===== config.mk =====
export PLATFORM = sky130hd
export DESIGN_NAME = vpage_tlb
export DESIGN_NICKNAME = d
export VERILOG_FILES = /design/src/rtl/vpage_tlb_pkg.sv /design/src/rtl/vpage_tlb_entry.sv /design/src/rtl/vpage_tlb_lookup.sv /design/src/rtl/vpage_tlb_readback.sv /design/src/rtl/vpage_tlb.sv
export SDC_FILE = /design/constraint.sdc
export NUM_CORES = 1
export LEC_CHECK = 0
export CORE_UTILIZATION = 26
export CTS_CLUSTER_SIZE = 10
export DETAILED_ROUTE_END_ITERATION = 6
export SKIP_CTS_REPAIR_TIMING = 1
export SLEW_MARGIN = 20
export SYNTH_ARGS = -nofsm -noshare
export SYNTH_HDL_FRONTEND = slang
export SYNTH_SLANG_ARGS = --single-unit
export TNS_END_PERCENT = 1

===== constraint.sdc =====
create_clock -name clk -period 8.42 [get_ports clk]
set_clock_uncertainty 0.05 [all_clocks]
set_input_delay 1.684 -clock clk [delete_from_list [all_inputs] [get_ports clk]]
set_output_delay 1.684 -clock clk [all_outputs]
set_load 0.01 [all_outputs]

===== src/rtl/vpage_tlb_pkg.sv =====
package vpage_tlb_pkg;

  localparam int WORD_W = 32;
  localparam int PAGE_LSB = 12;

  typedef enum logic [1:0] {
    PG_16M = 2'd0,
    PG_1M  = 2'd1,
    PG_64K = 2'd2,
    PG_4K  = 2'd3
  } pgsz_e;

  typedef struct packed {
    logic [WORD_W-PAGE_LSB-1:0] vpage;
    logic [7:0]                 rsvd;
    logic                       valid;
    logic                       keep;
    pgsz_e                      size;
  } tag_t;

  typedef struct packed {
    logic [WORD_W-PAGE_LSB-1:0] ppage;
    logic [7:0]                 rsvd;
    logic                       mixed;
    logic [1:0]                 elsz;
    logic                       endian;
  } data_t;

  function automatic logic [WORD_W-1:0] page_mask(pgsz_e s);
    case (s)
      PG_16M:  page_mask = 32'hFF00_0000;
      PG_1M:   page_mask = 32'hFFF0_0000;
      PG_64K:  page_mask = 32'hFFFF_0000;
      default: page_mask = 32'hFFFF_F000;
    endcase
  endfunction

endpackage


===== src/rtl/vpage_tlb_entry.sv =====
module vpage_tlb_entry
  import vpage_tlb_pkg::*;
(
  input  logic              clk,
  input  logic              rst,
  input  logic              wr_en,
  input  tag_t              wr_tag,
  input  data_t             wr_data,
  input  logic              clr,
  input  logic [WORD_W-1:0] va,
  output tag_t              tag_q,
  output data_t             data_q,
  output logic [WORD_W-1:0] mask,
  output logic              hit
);

  always_ff @(posedge clk) begin
    if (rst) begin
      tag_q  <= '0;
      data_q <= '0;
    end else if (wr_en) begin
      tag_q       <= wr_tag;
      tag_q.valid <= 1'b1;
      tag_q.rsvd  <= '0;
      data_q      <= wr_data;
      data_q.rsvd <= '0;
    end else if (clr) begin
      tag_q.valid <= 1'b0;
    end
  end

  assign mask = page_mask(tag_q.size);
  assign hit  = tag_q.valid &&
                (((va ^ {tag_q.vpage, {PAGE_LSB{1'b0}}}) & mask) == '0);

  // an accepted load leaves the slot valid
  a_r2_load_sets_valid: assert property (@(posedge clk) disable iff (rst)
    wr_en |=> tag_q.valid);

  // a flush without a concurrent load drops the valid bit
  a_r10_clear_drops_valid: assert property (@(posedge clk) disable iff (rst)
    (clr && !wr_en) |=> !tag_q.valid);

endmodule


===== src/rtl/vpage_tlb_lookup.sv =====
module vpage_tlb_lookup
  import vpage_tlb_pkg::*;
#(
  parameter int ENTRIES = 8,
  parameter int PPN_W   = WORD_W - PAGE_LSB,
  parameter int ATTR_W  = 4
) (
  input  logic                            clk,
  input  logic                            rst,
  input  logic                            req,
  input  logic [WORD_W-1:0]               va,
  input  logic [ENTRIES-1:0]              hits,
  input  logic [ENTRIES-1:0][WORD_W-1:0]  masks,
  input  logic [ENTRIES-1:0][PPN_W-1:0]   pages,
  input  logic [ENTRIES-1:0][ATTR_W-1:0]  attrs,
  output logic                            rsp_valid,
  output logic                            rsp_hit,
  output logic                            rsp_miss,
  output logic                            rsp_multi,
  output logic [WORD_W-1:0]               rsp_pa,
  output logic [ATTR_W-1:0]               rsp_attr
);

  logic [WORD_W-1:0] sel_mask;
  logic [PPN_W-1:0]  sel_page;
  logic [ATTR_W-1:0] sel_attr;
  logic              none, several;
  logic [WORD_W-1:0] pa_nxt;

  always_comb begin
    sel_mask = '0;
    sel_page = '0;
    sel_attr = '0;
    for (int i = 0; i < ENTRIES; i++) begin
      if (hits[i]) begin
        sel_mask = sel_mask | masks[i];
        sel_page = sel_page | pages[i];
        sel_attr = sel_attr | attrs[i];
      end
    end
  end

  assign none    = (hits == '0);
  assign several = ((hits & (hits - 1'b1)) != '0);
  assign pa_nxt  = ({sel_page, {PAGE_LSB{1'b0}}} & sel_mask) | (va & ~sel_mask);

  always_ff @(posedge clk) begin
    if (rst) begin
      rsp_valid <= 1'b0;
      rsp_hit   <= 1'b0;
      rsp_miss  <= 1'b0;
      rsp_multi <= 1'b0;
      rsp_pa    <= '0;
      rsp_attr  <= '0;
    end else begin
      rsp_valid <= req;
      rsp_hit   <= req && !none && !several;
      rsp_miss  <= req && none;
      rsp_multi <= req && several;
      rsp_pa    <= (req && !none && !several) ? pa_nxt : '0;
      rsp_attr  <= (req && !none && !several) ? sel_attr : '0;
    end
  end

  // each response has exactly one outcome
  a_r11_one_outcome: assert property (@(posedge clk) disable iff (rst)
    rsp_valid |-> ($countones({rsp_hit, rsp_miss, rsp_multi}) == 1));

  // no flags without a response
  a_r11_quiet: assert property (@(posedge clk) disable iff (rst)
    !rsp_valid |-> !(rsp_hit || rsp_miss || rsp_multi));

  // a non-hit response carries no address
  a_r7_no_pa_on_fault: assert property (@(posedge clk) disable iff (rst)
    !rsp_hit |-> (rsp_pa == '0 && rsp_attr == '0));

endmodule


===== src/rtl/vpage_tlb_readback.sv =====
module vpage_tlb_readback
  import vpage_tlb_pkg::*;
#(
  parameter int ENTRIES = 8,
  parameter int IDX_W   = 3
) (
  input  logic                clk,
  input  logic                rst,
  input  logic [IDX_W-1:0]    idx,
  input  tag_t  [ENTRIES-1:0] tags,
  input  data_t [ENTRIES-1:0] datas,
  output logic [WORD_W-1:0]   tag_word,
  output logic [WORD_W-1:0]   data_word
);

  always_ff @(posedge clk) begin
    if (rst) begin
      tag_word  <= '0;
      data_word <= '0;
    end else if (int'(idx) < ENTRIES) begin
      tag_word  <= tags[idx];
      data_word <= datas[idx];
    end else begin
      tag_word  <= '0;
      data_word <= '0;
    end
  end

endmodule


===== src/rtl/vpage_tlb.sv =====
module vpage_tlb
  import vpage_tlb_pkg::*;
#(
  parameter  int ENTRIES = 8,
  localparam int IDX_W   = (ENTRIES > 1) ? $clog2(ENTRIES) : 1
) (
  input  logic              clk,
  input  logic              rst,
  input  logic              ld_stb_i,
  input  logic [IDX_W-1:0]  ld_idx_i,
  input  logic [31:0]       ld_tag_i,
  input  logic [31:0]       ld_data_i,
  output logic              ld_err_o,
  input  logic              gflush_i,
  input  logic              eflush_i,
  input  logic [IDX_W-1:0]  eflush_idx_i,
  input  logic [IDX_W-1:0]  rd_idx_i,
  output logic [31:0]       rd_tag_o,
  output logic [31:0]       rd_data_o,
  input  logic              lk_valid_i,
  input  logic [31:0]       lk_va_i,
  output logic              rsp_valid_o,
  output logic              rsp_hit_o,
  output logic              rsp_miss_o,
  output logic              rsp_multi_o,
  output logic [31:0]       rsp_pa_o,
  output logic [3:0]        rsp_attr_o
);

  localparam int PPN_W  = WORD_W - PAGE_LSB;
  localparam int ATTR_W = 4;

  tag_t  new_tag;
  data_t new_data;
  logic  misaligned;

  tag_t  [ENTRIES-1:0]              ent_tag;
  data_t [ENTRIES-1:0]              ent_data;
  logic  [ENTRIES-1:0][WORD_W-1:0]  ent_mask;
  logic  [ENTRIES-1:0][PPN_W-1:0]   ent_page;
  logic  [ENTRIES-1:0][ATTR_W-1:0]  ent_attr;
  logic  [ENTRIES-1:0]              ent_hit;
  logic  [ENTRIES-1:0]              ent_wr;
  logic  [ENTRIES-1:0]              ent_clr;

  assign new_tag    = ld_tag_i;
  assign new_data   = ld_data_i;
  assign misaligned = (({new_tag.vpage, {PAGE_LSB{1'b0}}} &
                        ~page_mask(new_tag.size)) != '0);

  generate
    for (genvar i = 0; i < ENTRIES; i++) begin : g_slot
      assign ent_wr[i]  = ld_stb_i && !misaligned && (ld_idx_i == IDX_W'(i));
      assign ent_clr[i] = (eflush_i && (eflush_idx_i == IDX_W'(i))) ||
                          (gflush_i && !ent_tag[i].keep);
      assign ent_page[i] = ent_data[i].ppage;
      assign ent_attr[i] = {ent_data[i].mixed, ent_data[i].elsz, ent_data[i].endian};

      vpage_tlb_entry u_entry (
        .clk     (clk),
        .rst     (rst),
        .wr_en   (ent_wr[i]),
        .wr_tag  (new_tag),
        .wr_data (new_data),
        .clr     (ent_clr[i]),
        .va      (lk_va_i),
        .tag_q   (ent_tag[i]),
        .data_q  (ent_data[i]),
        .mask    (ent_mask[i]),
        .hit     (ent_hit[i])
      );
    end
  endgenerate

  always_ff @(posedge clk) begin
    if (rst) ld_err_o <= 1'b0;
    else     ld_err_o <= ld_stb_i && misaligned;
  end

  vpage_tlb_lookup #(
    .ENTRIES (ENTRIES),
    .PPN_W   (PPN_W),
    .ATTR_W  (ATTR_W)
  ) u_lookup (
    .clk       (clk),
    .rst       (rst),
    .req       (lk_valid_i),
    .va        (lk_va_i),
    .hits      (ent_hit),
    .masks     (ent_mask),
    .pages     (ent_page),
    .attrs     (ent_attr),
    .rsp_valid (rsp_valid_o),
    .rsp_hit   (rsp_hit_o),
    .rsp_miss  (rsp_miss_o),
    .rsp_multi (rsp_multi_o),
    .rsp_pa    (rsp_pa_o),
    .rsp_attr  (rsp_attr_o)
  );

  vpage_tlb_readback #(
    .ENTRIES (ENTRIES),
    .IDX_W   (IDX_W)
  ) u_readback (
    .clk       (clk),
    .rst       (rst),
    .idx       (rd_idx_i),
    .tags      (ent_tag),
    .datas     (ent_data),
    .tag_word  (rd_tag_o),
    .data_word (rd_data_o)
  );

  // a refused load leaves the storage untouched when no flush ran alongside
  a_r3_refused_no_write: assert property (@(posedge clk) disable iff (rst)
    (ld_err_o && !$past(gflush_i) && !$past(eflush_i)) |-> $stable(ent_tag));

  // the 12 offset bits always come from the lookup address
  a_r4_offset_passthru: assert property (@(posedge clk) disable iff (rst)
    rsp_hit_o |-> (rsp_pa_o[11:0] == $past(lk_va_i[11:0])));

  // a global flush spares slots marked keep
  a_r9_keep_survives: assert property (@(posedge clk) disable iff (rst)
    (gflush_i && !eflush_i && !ld_stb_i && ent_tag[0].keep && ent_tag[0].valid)
      |=> ent_tag[0].valid);

endmodule


Yosys cells after proc, flatten, opt, wreduce, memory -nomap -nowiden
Cells that the tools add are included.
- register bits after elaboration: 489
- output and inout bits: 105
- logic and storage cells: 293
- add/subtract/negate cells: 1
- order comparisons: 1
- eq/ne operators: 32
- mux-type cells: 53
- bitwise logic cells: 45
- reductions and logical operators: 88
- operators with widths (kind ; number):
    $pmux 24 s3 ; 9
    $and 32x32->32 ; 11
    $mux 32 ; 10
    $logic_not 32->1 ; 8
    $or 32x32->32 ; 8
    $xor 32x32->32 ; 8
    $bmux 32 s3 ; 2
    $mux 20 ; 8
    $or 20x20->20 ; 7
    $not 32->32 ; 2
    $logic_and 1x1->1 ; 38
    $mux 4 ; 8
    $reduce_bool 32->1 ; 1
    $or 4x4->4 ; 7
    $eq 3x3->1 const B ; 8
    $eq 2x1->1 const B ; 9
    $eq 2x2->1 const B ; 9
    $logic_not 2->1 ; 9
    $mux 1 ; 16
    $reduce_bool 2->1 ; 8
    $eq 3x2->1 const B ; 4
    $logic_not 1->1 ; 11
    $and 8x8->8 ; 1
    $logic_not 8->1 ; 1
    8 further kinds ; 17

Logic depth before layout (Yosys ltp)
- word-level depth: 23
- gate-level depth with buffers: 12
- mapped depth without buffers: 8

Hierarchy
From an unflattened synthesis, not the netlist that was laid out.
- cells, all modules: 2726
- area, all modules: 27420.0 sq um
- modules (own cells, without submodules) (module ; times used ; cells each ; area each (sq um) ; sequential area each (sq um)):
    vpage_tlb_entry ; 8 ; 235 ; 2279.7 ; 960.9
    vpage_tlb_readback ; 1 ; 362 ; 5318.9 ; 1281.2
    vpage_tlb_lookup ; 1 ; 448 ; 3617.2 ; 800.8
    vpage_tlb ; 1 ; 36 ; 246.5 ; 20.0

Worst setup path before layout
Ideal clock, no wire load.
- path kind: input to register
- start point: input lk_va_i[12]
- end point: register u_lookup.rsp_pa[14]
- setup time: 0.103 ns
- arrival: 4.053 ns
- required time: 8.267 ns
- path slack: 4.213 ns
- cell stages on the path: 12
- buffers on the path: 4
- cell sequence: buf_4 xor2_1 o41a_1 o21ai_2 and3_1 buf_6 or4_4 buf_6 o21ai_2 or3b_1 buf_6 a2111oi_2
- cells in the longest elaborated chain, start to end: 22
- elaborated cells on any way between the ends: 76
- RTL lines (element ; RTL line ; text):
    start: declaration ; vpage_tlb.sv:21 ; input logic [31:0] lk_va_i,
    $xor 32x32->32 ; vpage_tlb_entry.sv:34 ; (((va ^ {tag_q.vpage, {PAGE_LSB{1'b0}}}) & mask) == '0);
    $and 32x32->32 ; vpage_tlb_entry.sv:34 ;
    $logic_not 32->1 ; vpage_tlb_entry.sv:34 ;
    $logic_and 1x1->1 ; vpage_tlb_entry.sv:33 ; assign hit = tag_q.valid &&
    $mux 32 ; vpage_tlb_lookup.sv:35 ; if (hits[i]) begin
    $or 32x32->32 ; vpage_tlb_lookup.sv:36 ; sel_mask = sel_mask | masks[i];
    $mux 32 ; vpage_tlb_lookup.sv:35 ;
    $or 32x32->32 ; vpage_tlb_lookup.sv:36 ;
    (+6 left out) ; n/a ;
    $mux 32 ; vpage_tlb_lookup.sv:35 ;
    $or 32x32->32 ; vpage_tlb_lookup.sv:36 ;
    $mux 32 ; vpage_tlb_lookup.sv:35 ;
    $or 32x32->32 ; vpage_tlb_lookup.sv:36 ;
    $mux 32 ; vpage_tlb_lookup.sv:35 ;
    $not 32->32 ; vpage_tlb_lookup.sv:45 ; assign pa_nxt = ({sel_page, {PAGE_LSB{1'b0}}} & sel_mask) | (va & ~sel_mask);
    $and 32x32->32 ; vpage_tlb_lookup.sv:45 ;
    $or 32x32->32 ; vpage_tlb_lookup.sv:45 ;
    end signal: assignment ; vpage_tlb_lookup.sv:60 ; rsp_pa <= (req && !none && !several) ? pa_nxt : '0;
    end: declaration ; vpage_tlb_lookup.sv:20 ; output logic [WORD_W-1:0] rsp_pa,
Parallel ways exist; a longest one is shown, timed or not.
A chain may end at the register's enable or synchronous reset.

Final worst setup path
- start point: input lk_va_i[20]
- end point: register u_lookup.rsp_pa[23]
The elaborated chain is that of the path after synthesis.

==> run_results.csv <==
group,metric,value,unit
run_status,status,"complete, no violations",
cts,cts_max_level,2,
finish,synthToLayoutAreaGrowth,17.5,%
power_and_ir_drop,total_power,4830,uW
route,initialDrtViolationCount,2325,
cts,cts_tree,"built",
floorplan,initial_core_util,0.264,
finish,final_cell_mix,"nand2_1 (792), dfxtp_1 (473), a21oi_1 (386)",
synth,synth_area_leaders,"dfxtp_1 (42%), nand2_1 (13%), mux4_2 (9.6%)",
floorplan,fp.coreArea,85500,sq um
synth,syn-instance-count,2658,
floorplan,num_rows,107,
route,wl,84900,microns
floorplan,die_w,297,microns
sta,setup_violations,0,
synth,synth_top_area_frac,0.419,
synth,yosysTopAreaCell,"dfxtp_1",
cts,tritoncts.num_buffers,56,
setup_path,regToRegSetupSlack,4.30,ns
setup_path,endpoint,"u_lookup.rsp_pa[23]$_SDFF_PP0_",
grt,overflow,0,
synth,ys_warn_count,0,
sta,setup_tns,0,ns
placed_design,gp_congestion,0.882,
route,drc,0,
sta,post-route-period-util,0.680,
cts,clk_latency,0.62,ns
job,cap_violations,0,
synth,syn_area,22600,sq um
sta,rsz0062_at_grt,"false",
cts,cts.reportedPaths.clkPinSlew,0.06,ns
floorplan,io_pins,216,
synth,synth_edf_count,0,
setup_path,cp.arrival,6.16,ns
route,ant_nets,0,
synth,synth_seq_area_share,0.419,
setup_path,end_kind,"flip-flop",
finish,final_common_cell,"nand2_1",
route,drtPass1Iterations,5,
setup_path,startpoint,"lk_va_i[20]",
finish,drive_above_1_share,0.0903,
power_and_ir_drop,max-vdd-ir-drop,0.161,mV
cts,cts.sinks,473,
route,routedWlPerCell,22.1,microns
synth,yosys_most_used_dff,"dfxtp_1",
sta,min_period,5.72,ns
sta,drv_slew,0,
power_and_ir_drop,pwr_density_cell,182,nW/um^2
floorplan,dieArea,88000,sq um
sta,slew_headroom,0.260,
cts,cts-root-buf,"clkbuf_16",
grt,track_usage,0.186,
sta,hold_viol_final,0,
setup_path,crit_fanout,24,
setup_path,r2r_cells,9,
power_and_ir_drop,power.leakage,0.00842,uW
grt,grt_pass1_wl,125000,microns
synth,async_flop_share,0,
synth,synth_cell_types,65,
grt,grt_start_max_net_pins,149,
min_path,hp-class,"reg -> reg",
synth,avgSynthCellArea,8.50,sq um
setup_path,timing.rr.start,"g_slot[1].u_entry.tag_q[12]$_SDFFE_PP0P_",
placed_design,numPortBuffers,182,
route,vias_per_cell,5.15,
setup_path,r2r_end,"u_lookup.rsp_pa[23]$_SDFF_PP0_",
floorplan,die_h,297,microns
route,num_vias,19740,
setup_path,cp_data_required_time,8.85,ns
synth,ys_seq_elements,473,
grt,grt_pass1_vias,18646,
sta,fmax,175,MHz
setup_path,worstSetupPathType,"in -> reg",
setup_path,start_kind,"input pin",
sta,worstMarginPinSlew,1.10,ns
cts,ctsLongestPathBuffers,3,
grt,antenna_found_initial,8,
finish,fin_nets,2783,
placed_design,hpwlAfterDp,52500,microns
-- kinds of logic (layout without fill, tap and decap cells) --
logic type,count (synthesis),in the layout,share of synthesized area
other,1,17,0.000166
and+or+nand+nor,1038,1038,0.192
AOI/OAI and AO/OA,543,543,0.143
xor gates and xnor gates,160,160,0.0621
adders and majority gates,2,2,0.000887
DFF,473,473,0.419
buffers and inverters,289,306,0.0621
muxes,152,152,0.121
-- layer usage --
layer  track usage  up-vias  wire [microns]
met2         0.301      948           39900
li1              -     9069               -
met4        0.0566       10            2160
met1         0.247     9551           34900
met3        0.0401      162            7940
met5             0        -              76
-- flip-flops by register name (all words and copies together), names as in the netlist, 4 cells and up --
name and count:
u_readback.data_word 24, u_lookup.rsp_pa 32, g_slot.u_entry.data_q 192, g_slot.u_entry.tag_q 192, u_readback.tag_word 24, u_lookup.rsp_attr 4
-- layout make-up --
cell class,instances,area (sq um)
fill,8892,59000
multi-input combinational,1911,11900
sequential,473,9470
timing repair buffer,214,2090
clock buffer,70,1500
tap,1144,1430
clock inverter,6,101
inverter,16,60.1
antenna,1,2.50
-- worst max-delay path, cell delays in order --
cell             delay [ns]
clkdlybuf4s50_1        0.76
xnor2_1                0.35
nand4_1                0.23
o21ai_1                0.76
and3_1                 0.81
maj3_1                 0.28
o21ai_0                0.13
a21oi_4                0.70
buf_4                  0.34
nor3_1                 0.09
-- cell usage after synthesis (all sizes together) (5+ instances only) --
master	instances
dfxtp	473
o21ai	16
a22o	5
nand4	56
nor3b	9
nor2	59
a22oi	76
and3	12
a211oi	15
and2	7
nand2	798
inv	16
mux2i	56
a21oi	387
o221ai	8
nand3	25
o2111a	6
or2	5
and4	5
xnor2	140
nor3	31
xor2	20
nor4	13
buf	103
clkbuf	170
mux4	96
-- worst min-delay path by stage --
stage | cells past startpoint | startpoint | slack [ns] | end
4_1_cts | 2 | g_slot[7].u_entry.data_q[25]$_SDFFE_PP0P_ | 0.42 | g_slot[7].u_entry.data_q[25]$_SDFFE_PP0P_
3_5_place_dp | 2 | g_slot[7].u_entry.data_q[25]$_SDFFE_PP0P_ | 0.41 | g_slot[7].u_entry.data_q[25]$_SDFFE_PP0P_
2_1_floorplan | 2 | g_slot[1].u_entry.data_q[18]$_SDFFE_PP0P_ | 0.40 | g_slot[1].u_entry.data_q[18]$_SDFFE_PP0P_
3_3_place_gp | 2 | g_slot[6].u_entry.data_q[22]$_SDFFE_PP0P_ | 0.40 | g_slot[6].u_entry.data_q[22]$_SDFFE_PP0P_
5_1_grt | 2 | g_slot[7].u_entry.data_q[25]$_SDFFE_PP0P_ | 0.44 | g_slot[7].u_entry.data_q[25]$_SDFFE_PP0P_
6_report | 2 | g_slot[3].u_entry.data_q[22]$_SDFFE_PP0P_ | 0.42 | g_slot[3].u_entry.data_q[22]$_SDFFE_PP0P_
-- stage by stage --
stage / hold slack, ns / setup WS [ns] / instance area [sq um] / util / std cells
final: 0.418 / 2.70 / 26500 / 0.310 / 3835
after global routing: 0.436 / 2.57 / 26500 / 0.310 / 3835
after CTS: 0.417 / 2.73 / 26500 / 0.310 / 3834
after detailed placement: 0.409 / 2.10 / 24900 / 0.291 / 3758
after global placement: 0.404 / 1.93 / 24900 / 0.291 / 3758
after floorplan: 0.396 / 4.21 / 22600 / - / 2673
-- where the power goes --
group | internal (uW) | total (uW) | leakage (uW) | switching (uW)
registers | 2260 | 2270 | 0.00381 | 13.4
clock network | 1270 | 2240 | 0.000780 | 972
logic | 118 | 321 | 0.00383 | 203
Note: power is estimated with default switching activity, not from simulation.
